### config.mk
export PLATFORM = sky130hd
export DESIGN_NAME = wprot_cmd_guard
export DESIGN_NICKNAME = d
export VERILOG_FILES = /design/src/rtl/wprot_cmd_guard.sv
export SDC_FILE = /design/constraint.sdc
export NUM_CORES = 1
export LEC_CHECK = 0
export ABC_AREA = 0
export ABC_CLOCK_PERIOD_IN_PS = 2800
export BUFFER_PORTS_ARGS = -buffer_cell sky130_fd_sc_hd__buf_2
export CAP_MARGIN = 20
export CELL_PAD_IN_SITES_DETAIL_PLACEMENT = 1
export CELL_PAD_IN_SITES_GLOBAL_PLACEMENT = 2
export CORE_UTILIZATION = 37
export DETAILED_ROUTE_END_ITERATION = 8
export PLACE_DENSITY_LB_ADDON = 0.12
export SLEW_MARGIN = 30
export SYNTH_ARGS = -nofsm -noshare
export SYNTH_HDL_FRONTEND = slang
export SYNTH_SLANG_ARGS = --single-unit
### constraint.sdc
create_clock -name clk -period 2.8 [get_ports clk]
set_clock_uncertainty 0.05 [all_clocks]
set_input_delay 0.14 -clock clk [delete_from_list [all_inputs] [get_ports clk]]
set_output_delay 0.14 -clock clk [all_outputs]
set_load 0.05 [all_outputs]
### src/rtl/wprot_cmd_guard.sv
module wprot_cmd_guard #(
  parameter int LOAD_WIN   = 25000,
  parameter int PAGE_BYTES = 128,
  parameter int PROG_CYC   = 1250000
) (
  input  logic        clk,
  input  logic        rst_n,
  input  logic        pwr_cyc,
  input  logic        wr_stb,
  input  logic [14:0] wr_addr,
  input  logic [7:0]  wr_data,
  output logic        wr_allow_o,
  output logic        protected_o,
  output logic [2:0]  seq_state_o
);
  localparam int GW = $clog2(LOAD_WIN + 1);
  localparam int LW = $clog2(PAGE_BYTES + 1);
  localparam int DW = $clog2(PROG_CYC + 1);
  localparam logic [14:0] A_HI = 15'h5555;
  localparam logic [14:0] A_LO = 15'h2AAA;

  logic [2:0]    st;
  logic          prot, win, busy;
  logic [GW-1:0] gap;
  logic [LW-1:0] ld;
  logic [DW-1:0] dly;
  logic [14:0]   ex_a;
  logic [7:0]    ex_d;

  always_comb begin
    ex_a = A_HI;
    ex_d = 8'hAA;
    case (st)
      3'd1:    begin ex_a = A_LO; ex_d = 8'h55; end
      3'd2:    ex_d = 8'h80;
      3'd4:    begin ex_a = A_LO; ex_d = 8'h55; end
      3'd5:    ex_d = 8'h20;
      default: ;
    endcase
  end

  assign busy = dly != '0;

  logic live, is_aa, step_ok, unlock, is_cmd, done_dis, tmo, last_ld;
  assign live     = wr_stb & ~pwr_cyc & ~busy;
  assign is_aa    = (wr_addr == A_HI) && (wr_data == 8'hAA);
  assign step_ok  = (wr_addr == ex_a) && (wr_data == ex_d);
  assign unlock   = live && (st == 3'd2) && (wr_addr == A_HI) && (wr_data == 8'hA0);
  assign is_cmd   = step_ok | unlock | is_aa;
  assign done_dis = live && (st == 3'd5) && step_ok;
  assign tmo      = ~wr_stb && (gap == GW'(LOAD_WIN - 1));

  assign wr_allow_o  = live & ~is_cmd & (~prot | win);
  assign last_ld     = ld == LW'(PAGE_BYTES - 1);
  assign protected_o = prot;
  assign seq_state_o = st;

  always_ff @(posedge clk or negedge rst_n) begin
    if (!rst_n) begin
      st   <= '0;
      prot <= 1'b0;
      win  <= 1'b0;
      gap  <= '0;
      ld   <= '0;
      dly  <= '0;
    end else begin
      if (wr_stb) gap <= '0;
      else if (gap != GW'(LOAD_WIN - 1)) gap <= gap + 1'b1;

      if (pwr_cyc) begin
        st  <= '0;
        win <= 1'b0;
        ld  <= '0;
        dly <= '0;
      end else begin
        if (busy) begin
          dly <= dly - 1'b1;
          if (dly == DW'(1)) prot <= 1'b0;
        end
        if (tmo) begin
          st  <= '0;
          win <= 1'b0;
        end else if (live) begin
          if (unlock) begin
            prot <= 1'b1;
            win  <= 1'b1;
            ld   <= '0;
            st   <= '0;
          end else if (done_dis) begin
            st  <= '0;
            win <= 1'b0;
            dly <= DW'(PROG_CYC);
          end else if (step_ok) st <= st + 1'b1;
          else if (is_aa)       st <= 3'd1;
          else                  st <= '0;
          if (wr_allow_o && win) begin
            ld <= ld + 1'b1;
            if (last_ld) win <= 1'b0;
          end
        end
      end
    end
  end
endmodule

==> results.txt, run 1 <==
----------------------------------------------------
[Die]
  Core ar. ... 7767 um^2
  Starting density of the core ... 38.47%
  X dimension of the die ... 91.86 um
  I/O pin count ... 32
  Die ar. ... 8438 um^2
  Number of standard-cell rows in the floorplan ... 32
  Die H ... 91.86 um

[Layout]
  Total non-filler cell area in the finished layout ... 3555 um^2
  Total Nets Final ... 402
  Final core utilization ... 45.76%
  Combined area of the multi-input logic cells ... 1744 um^2
  Register area ... 1230 um^2
  Non-filler instance count after layout ... 469
  Filler Cells Inserted ... 937
  Diode insertion count for antenna repair ... 0
  Area Growth Syn to Fin ... 18.97%
  Layout cell share with drive strength beyond 1 ... 22.07%

[STA]
  Worst-case headroom to the max-slew limit ... 51.84%
  Slew @ Worst Pin ... 0.7225 ns
  Max Clk Rate ... 376.4 MHz
  Setup repair after global routing missed its margin ... true
  Total count of hold-check failures in the final report ... 0
  Final critical path time including I/O delays and setup ... 2.657 ns
  Sum of negative setup slack ... 0 ns
  Total of endpoints with negative setup slack in the final report ... 0
  Final Slew Violations ... 0
  Period utilization ... 94.89%

[Placed design]
  Standard cell area after detailed placement ... 3388 um^2
  I/O Buffers ... 31
  Cells after DPL ... 460
  HPWL Detailed ... 5.571 mm
  RD Place Congestion ... 0.7474

[Drt]
  Detailed-routing iteration count for the pre-antenna-repair pass ... 4
  Number of nets still failing antenna checks after routing ... 0
  Total vias in the final route ... 2565
  Average detailed-routed wire length per instance ... 16.02 um
  Total length of routed wires ... 7.513 mm
  Routed vias/inst ... 5.469
  Starting DRT DRC Count ... 83
  DRC ... 0

[Global routing]
  Largest net degree at the start of global routing ... 31
  Number of global-route vias before repair ... 2680
  Total global routing overflow ... 0
  Overall routing resource usage ... 19.46%
  First-pass GRT wire length ... 13.07 mm
  Initial antenna violation count ... 0

[Synth]
  Synth Area per Inst ... 9.308 um^2
  Combinational family with the most area after synthesis ... simple AND/OR/NAND/NOR gates
  Ranking of synthesized cells by area ... dfrtp_1 41%, xor2_1 5.6%, nor2_1 5.0%
  EDFF count, synth ... 0
  XOR/XNOR Fraction of Synth Area ... 8.794%
  Number of storage elements in the synthesis netlist ... 49
  Leading area contributor after synthesis ... dfrtp_1
  Synthesized-area fraction occupied by ao, oa, aoi and oai cells ... 10.30%
  Yosys Warn Count ... 0
  Post-synthesis sequential area ratio ... 41.04%
  Proportion of register bits with asynchronous set or reset after synthesis ... 100.0%
  Post-synthesis adder-cell area fraction ... 3.769%
  Post-synthesis mux area share ... 2.806%
  Cell area after synthesis ... 2988 um^2
  Post-Syn Nets ... 357
  Post-synthesis share of cell area spent on and, or, nand and nor gates ... 30.78%
  Fraction of synthesized cell area taken by the top area cell type ... 41.04%
  Cell variety after synth ... 52
  Cell count after synthesis ... 321
  Leading register cell type out of synthesis ... dfrtp_1

[Setup path]
  Critical path capture point type ... flip-flop
  Worst Setup Path Type ... reg2reg
  Worst endpoint data arrival time ... 2.80 ns
  Required time at the endpoint of the critical path ... 2.95 ns
  Maximum fanout along the worst path ... 7
  Critical Path Source Type ... flip-flop

[Power and ir drop]
  Static Leakage ... 1.577 nW
  Logic gate share of total power ... 46.9%
  Register share of total power ... 33.4%
  VDD IR-drop max ... 0.2653 mV
  Switching pwr ... 0.001106 W
  Internal power component ... 0.001694 W
  Power per unit of standard cell area ... 787.7 nW/um^2
  Switching share of total power ... 39.50%
  Clk pwr share ... 19.7%
  Final Total Pwr ... 0.002800 W

[Clock network]
  Insertion delay of the later-clocked pin in the worst-skew pair ... 0.31 ns
  Total setup buffers inserted after CTS ... 0
  Clk slew on worst S/H paths ... 0.10 ns
  Clock Sink Count ... 49
  TritonCTS clock tree ... done
  Maximum clock insertion buffer count ... 2
  CTS root buffer ... clkbuf_8
  Number of CTS-inserted buffers ... 5
  Depth of the CTS H-tree ... 2

[Run status]
  Run status ... completed

[Worst hold path]
  Worst min-delay path class ... in2reg

[Run]
  Number of max-cap violations ... 0

----------------------------------------------------
## layer usage
metal  vias to the layer above  wire, um  track usage [%]
met5                         -         0                0
met4                         0        47            4.297
met3                         2       160            3.151
met2                        25      3629            31.84
met1                      1293      3676            27.03
li1                       1245         -                -
## synth_stat cells, types with 7 or more instances
cell type   n
clkbuf_1    8
nand3_1    16
nand4_1    11
inv_1       7
xnor2_1    11
a21oi_1    14
xor2_1     19
nor4_1      9
nor2_1     40
nand2_1    17
dfrtp_1    49
nand2b_1   12
ha_1        9
a211oi_1    9
and3_1      8
nor3_1      7
## registers in the layout, indices dropped and copies added (netlist names)
register     count
gap             15
win              1
seq_state_o      3
protected_o      1
ld               8
dly             21
## logic make-up after synthesis
family,after synthesis
mux,8
simple gates,161
compound gates,45
buf+inv,19
fa+ha+maj,9
flops,49
xor+xnor,30
## stage by stage
step	setup slack [ns]	hold WS, ns
floorplan	0.07397	-0.2056
global placement	0.07439	0.1859
detailed placement	0.05801	0.1837
CTS	0.02552	0.1426
global route	-0.01929	0.1477
finish	0.1431	0.1425
## power groups by stage
stage                     Clock, W  Sequential [W]  Combinational, W
after floorplan                  0        0.000926          0.000888
after global placement           0        0.000944           0.00124
after detailed placement         0        0.000948           0.00126
after CTS                 0.000576        0.000935           0.00127
after global routing      0.000601        0.000956           0.00145
final                     0.000552        0.000935           0.00131
## placed cells by master, fill, tap and decap left out, drive strengths merged, types with 4 or more instances in the layout
master,count
dfrtp,49
buf,48
nor2,40
xor2,19
nand2,17
nand3,16
a21oi,14
nand2b,12
nand4,11
xnor2,11
nor4,10
a211oi,9
ha,9
and3,8
inv,8
nor3,7
clkbuf,7
o21ai,6
a21o,6
or3,6
nor4b,5
mux2i,5
nor4bb,4
or4,4
## critical path, stage by stage (launching register included)
cell and delay (ns):
dfrtp_1 0.39, or4_4 0.56, or3_1 0.46, or4_4 0.53, or3b_1 0.37, xor2_1 0.14
nor2_1 0.05
## worst paths after layout
check	depth (start not counted)	endpoint	slack [ns]	start
max	6	dly[15]	0.14	dly[5]
min	3	dly[17]	0.14	pwr_cyc
max reg2reg	6	dly[15]	0.14	dly[5]
min reg2reg	1	ld[7]	0.48	ld[7]
max in group asynchronous	3	dly[7]	1.57	rst_n
min in group asynchronous	2	dly[16]	0.36	rst_n
## timing repair
action,CTS,global route
hold endpoints to repair,29,0
setup endpoints to repair,1,11
pin swaps,0,1
hold buffers,1,0
resized for setup,2,6
## area by class of cell
type,instances,area share [%]
clock buffers,6,2.323
clock inverters,2,1.162
inverters,7,0.7392
well taps,102,3.590
multi-input cells,253,49.07
repair buffers,50,8.518
flip-flops and latches,49,34.60
(Power assumes the default switching activity.)
==> run 2: changes to the inputs <==
--- a/config.mk
+++ b/config.mk
@@ -14,6 +14,7 @@
 export CORE_UTILIZATION = 37
 export DETAILED_ROUTE_END_ITERATION = 8
 export PLACE_DENSITY_LB_ADDON = 0.12
+export SETUP_SLACK_MARGIN = 0.2
 export SLEW_MARGIN = 30
 export SYNTH_ARGS = -nofsm -noshare
 export SYNTH_HDL_FRONTEND = slang
==> run 2 against run 1 <==
  * Maximum frequency increased by 4.1%
  * Sequential share of layout area decreased by 1.7 points
  * Worst setup slack improved by 0.10 ns
  * Largest cell class unchanged
  * Largest power group unchanged
==> results.txt, run 2 (same netlist as run 1, synthesis figures left out) <==
----------------------------------------------------
[Run status]
  Run status ... completed (unchanged)

[Drt]
  Number of nets still failing antenna checks after routing ... 0 (unchanged)
  Highest metal used ... met4 (unchanged)
  Total length of routed wires ... 7.691 mm (was 7.513 mm)
  Routed vias/inst ... 5.461 (was 5.469)
  Met1 Wirelength ... 3.753 mm (was 3.676 mm)
  Average detailed-routed wire length per instance ... 16.12 um (was 16.02 um)
  Met3 Routed Length ... 166 um (was 160 um)
  Total vias in the final route ... 2605 (was 2565)
  Met2 wire len ... 3.691 mm (was 3.629 mm)
  Detailed-routing iteration count for the pre-antenna-repair pass ... 4 (unchanged)
  DRC ... 0 (unchanged)
  Starting DRT DRC Count ... 69 (was 83)

[Clock network]
  Clk slew on worst S/H paths ... 0.10 ns (about the same)
  Insertion delay of the later-clocked pin in the worst-skew pair ... 0.31 ns (about the same)
  Number of CTS-inserted buffers ... 5 (unchanged)
  Maximum clock insertion buffer count ... 2 (unchanged)
  Clock Sink Count ... 49 (unchanged)
  TritonCTS clock tree ... done (unchanged)
  Depth of the CTS H-tree ... 2 (unchanged)
  CTS root buffer ... clkbuf_8 (unchanged)

[Layout]
  Non-filler instance count after layout ... 477 (was 469)
  Filler Cells Inserted ... 907 (was 937)
  Area Growth Syn to Fin ... 25.13% (was 18.97%)
  Diode insertion count for antenna repair ... 0 (unchanged)
  Most frequent standard cell in the layout excluding fill and tap cells ... dfrtp_1 (unchanged)
  Flip-flop count of the largest register, all copies and words added ... 21 (unchanged)
  Total Nets Final ... 410 (was 402)
  Largest regs ... dly x21, gap x15, ld x8 (unchanged)
  Register bank with the most flops ... dly (unchanged)
  Commonest non-fill, non-tap cells in the layout ... 46 x dfrtp_1, 38 x nor2_1, 30 x buf_2, 24 x buf_4, 19 x xor2_1 (was 46 x dfrtp_1, 39 x nor2_1, 30 x buf_2, 19 x xor2_1, 18 x buf_4)
  Layout cell share with drive strength beyond 1 ... 25.60% (was 22.07%)

[Power and ir drop]
  Power per unit of standard cell area ... 807.9 nW/um^2 (was 787.7 nW/um^2)
  VDD IR-drop max ... 0.3245 mV (was 0.2653 mV)
  Static Leakage ... 1.662 nW (was 1.577 nW)

[Global routing]
  Initial antenna violation count ... 0 (unchanged)
  Overall routing resource usage ... 19.34% (was 19.46%)
  Number of global-route vias before repair ... 2686 (was 2680)
  First-pass GRT wire length ... 12.93 mm (was 13.07 mm)
  Largest net degree at the start of global routing ... 33 (was 31)
  Total global routing overflow ... 0 (unchanged)

[Setup path]
  Critical Path Source Type ... flip-flop (unchanged)
  Required time at the endpoint of the critical path ... 2.95 ns (about the same)
  Worst Setup Path Type ... reg2reg (unchanged)
  Maximum fanout along the worst path ... 7 (unchanged)
  Worst endpoint data arrival time ... 2.70 ns (was 2.80 ns)
  Critical path capture point type ... flip-flop (unchanged)

[Die]
  I/O pin count ... 32 (unchanged)
  X dimension of the die ... 91.86 um (unchanged)
  Core ar. ... 7767 um^2 (unchanged)
  Number of standard-cell rows in the floorplan ... 32 (unchanged)
  Die ar. ... 8438 um^2 (unchanged)
  Die H ... 91.86 um (unchanged)
  Starting density of the core ... 38.47% (unchanged)

[Placed design]
  I/O Buffers ... 31 (unchanged)
  HPWL Detailed ... 5.351 mm (was 5.571 mm)
  RD Place Congestion ... 0.8004 (was 0.7474)
  Cells after DPL ... 459 (was 460)

[Worst hold path]
  Worst min-delay path class ... in2reg (unchanged)

[Run]
  Number of max-cap violations ... 0 (unchanged)

[STA]
  Total of endpoints with negative setup slack in the final report ... 0 (unchanged)
  Setup repair after global routing missed its margin ... true (unchanged)
  Final Slew Violations ... 0 (unchanged)
  Sum of negative setup slack ... 0 ns (unchanged)
  Total count of hold-check failures in the final report ... 0 (unchanged)
  Worst-case headroom to the max-slew limit ... 49.11% (was 51.84%)
  Period utilization ... 91.17% (was 94.89%)
  Final critical path time including I/O delays and setup ... 2.553 ns (was 2.657 ns)
  Slew @ Worst Pin ... 0.7633 ns (was 0.7225 ns)
  Max Clk Rate ... 391.7 MHz (was 376.4 MHz)

----------------------------------------------------
## run 2: cell type report
cell class,instances,area (um^2),share of cell area (%)
Timing Repair Buffer,58,382.9,10.24
Multi-Input combinational cell,253,1834,49.06
Clock buffer,5,68.82,1.841
Inverter,7,26.28,0.7028
Clock inverter,3,68.82,1.841
Tap cell,102,127.6,3.414
Sequential cell,49,1230,32.90
## run 2: per-stage QoR
stage	util [%]	total power (W)	setup slack (ns)	hold slack (ns)	cell area, um^2
6_report	48.13	0.003020	0.2472	0.1391	3739
5_1_grt	48.13	0.003229	0.1069	0.1559	3739
4_1_cts	46.65	0.002931	0.2028	0.1347	3623
3_5_place_dp	43.52	0.002196	0.06810	0.2142	3381
3_3_place_gp	43.52	0.002184	0.09927	0.2066	3381
2_1_floorplan	-	0.001816	0.2001	-0.2056	3022
## run 2: path summary, 6_finish.rpt
kind / endpoint / start / cells past startpoint / slack (ns)
max: dly[15] / dly[4] / 6 / 0.25
min: dly[16] / pwr_cyc / 3 / 0.14
max reg2reg: dly[15] / dly[4] / 6 / 0.25
min reg2reg: ld[7] / ld[7] / 1 / 0.49
max in group asynchronous: gap[9] / rst_n / 3 / 1.59
min in group asynchronous: dly[2] / rst_n / 2 / 0.38
## run 2: what timing repair did
action / in CTS / in global routing
hold buffers: 1 / 0
gates resized for setup: 14 / 11
pin swaps: 3 / 4
endpoints found under the setup margin: 26 / 32
endpoints found under the hold margin: 31 / 0
buffers inserted: 5 / 4
## run 2: worst max-delay path, stage by stage (launching register included)
cell     delay (ns)
dfrtp_1        0.40
or4_4          0.57
or3_4          0.41
or4_4          0.44
or3b_4         0.39
xor2_1         0.14
nor2_1         0.05
## run 2: report_power, final
| group | internal [W] | total (W) | switching, W |
|---|---|---|---|
| combinational | 0.000648 | 0.00146 | 0.000807 |
| clock | 0.000360 | 0.000623 | 0.000263 |
| sequential | 0.000822 | 0.000942 | 0.000120 |
| total | 0.00183 | 0.00302 | 0.00119 |
## run 2: routing by layer
| layer | track usage (%) | up-vias |
|---|---|---|
| met3 | 2.985 | 7 |
| met5 | 0 | - |
| met2 | 32.34 | 26 |
| met4 | 5.078 | 0 |
| li1 | - | 1258 |
| met1 | 26.08 | 1314 |
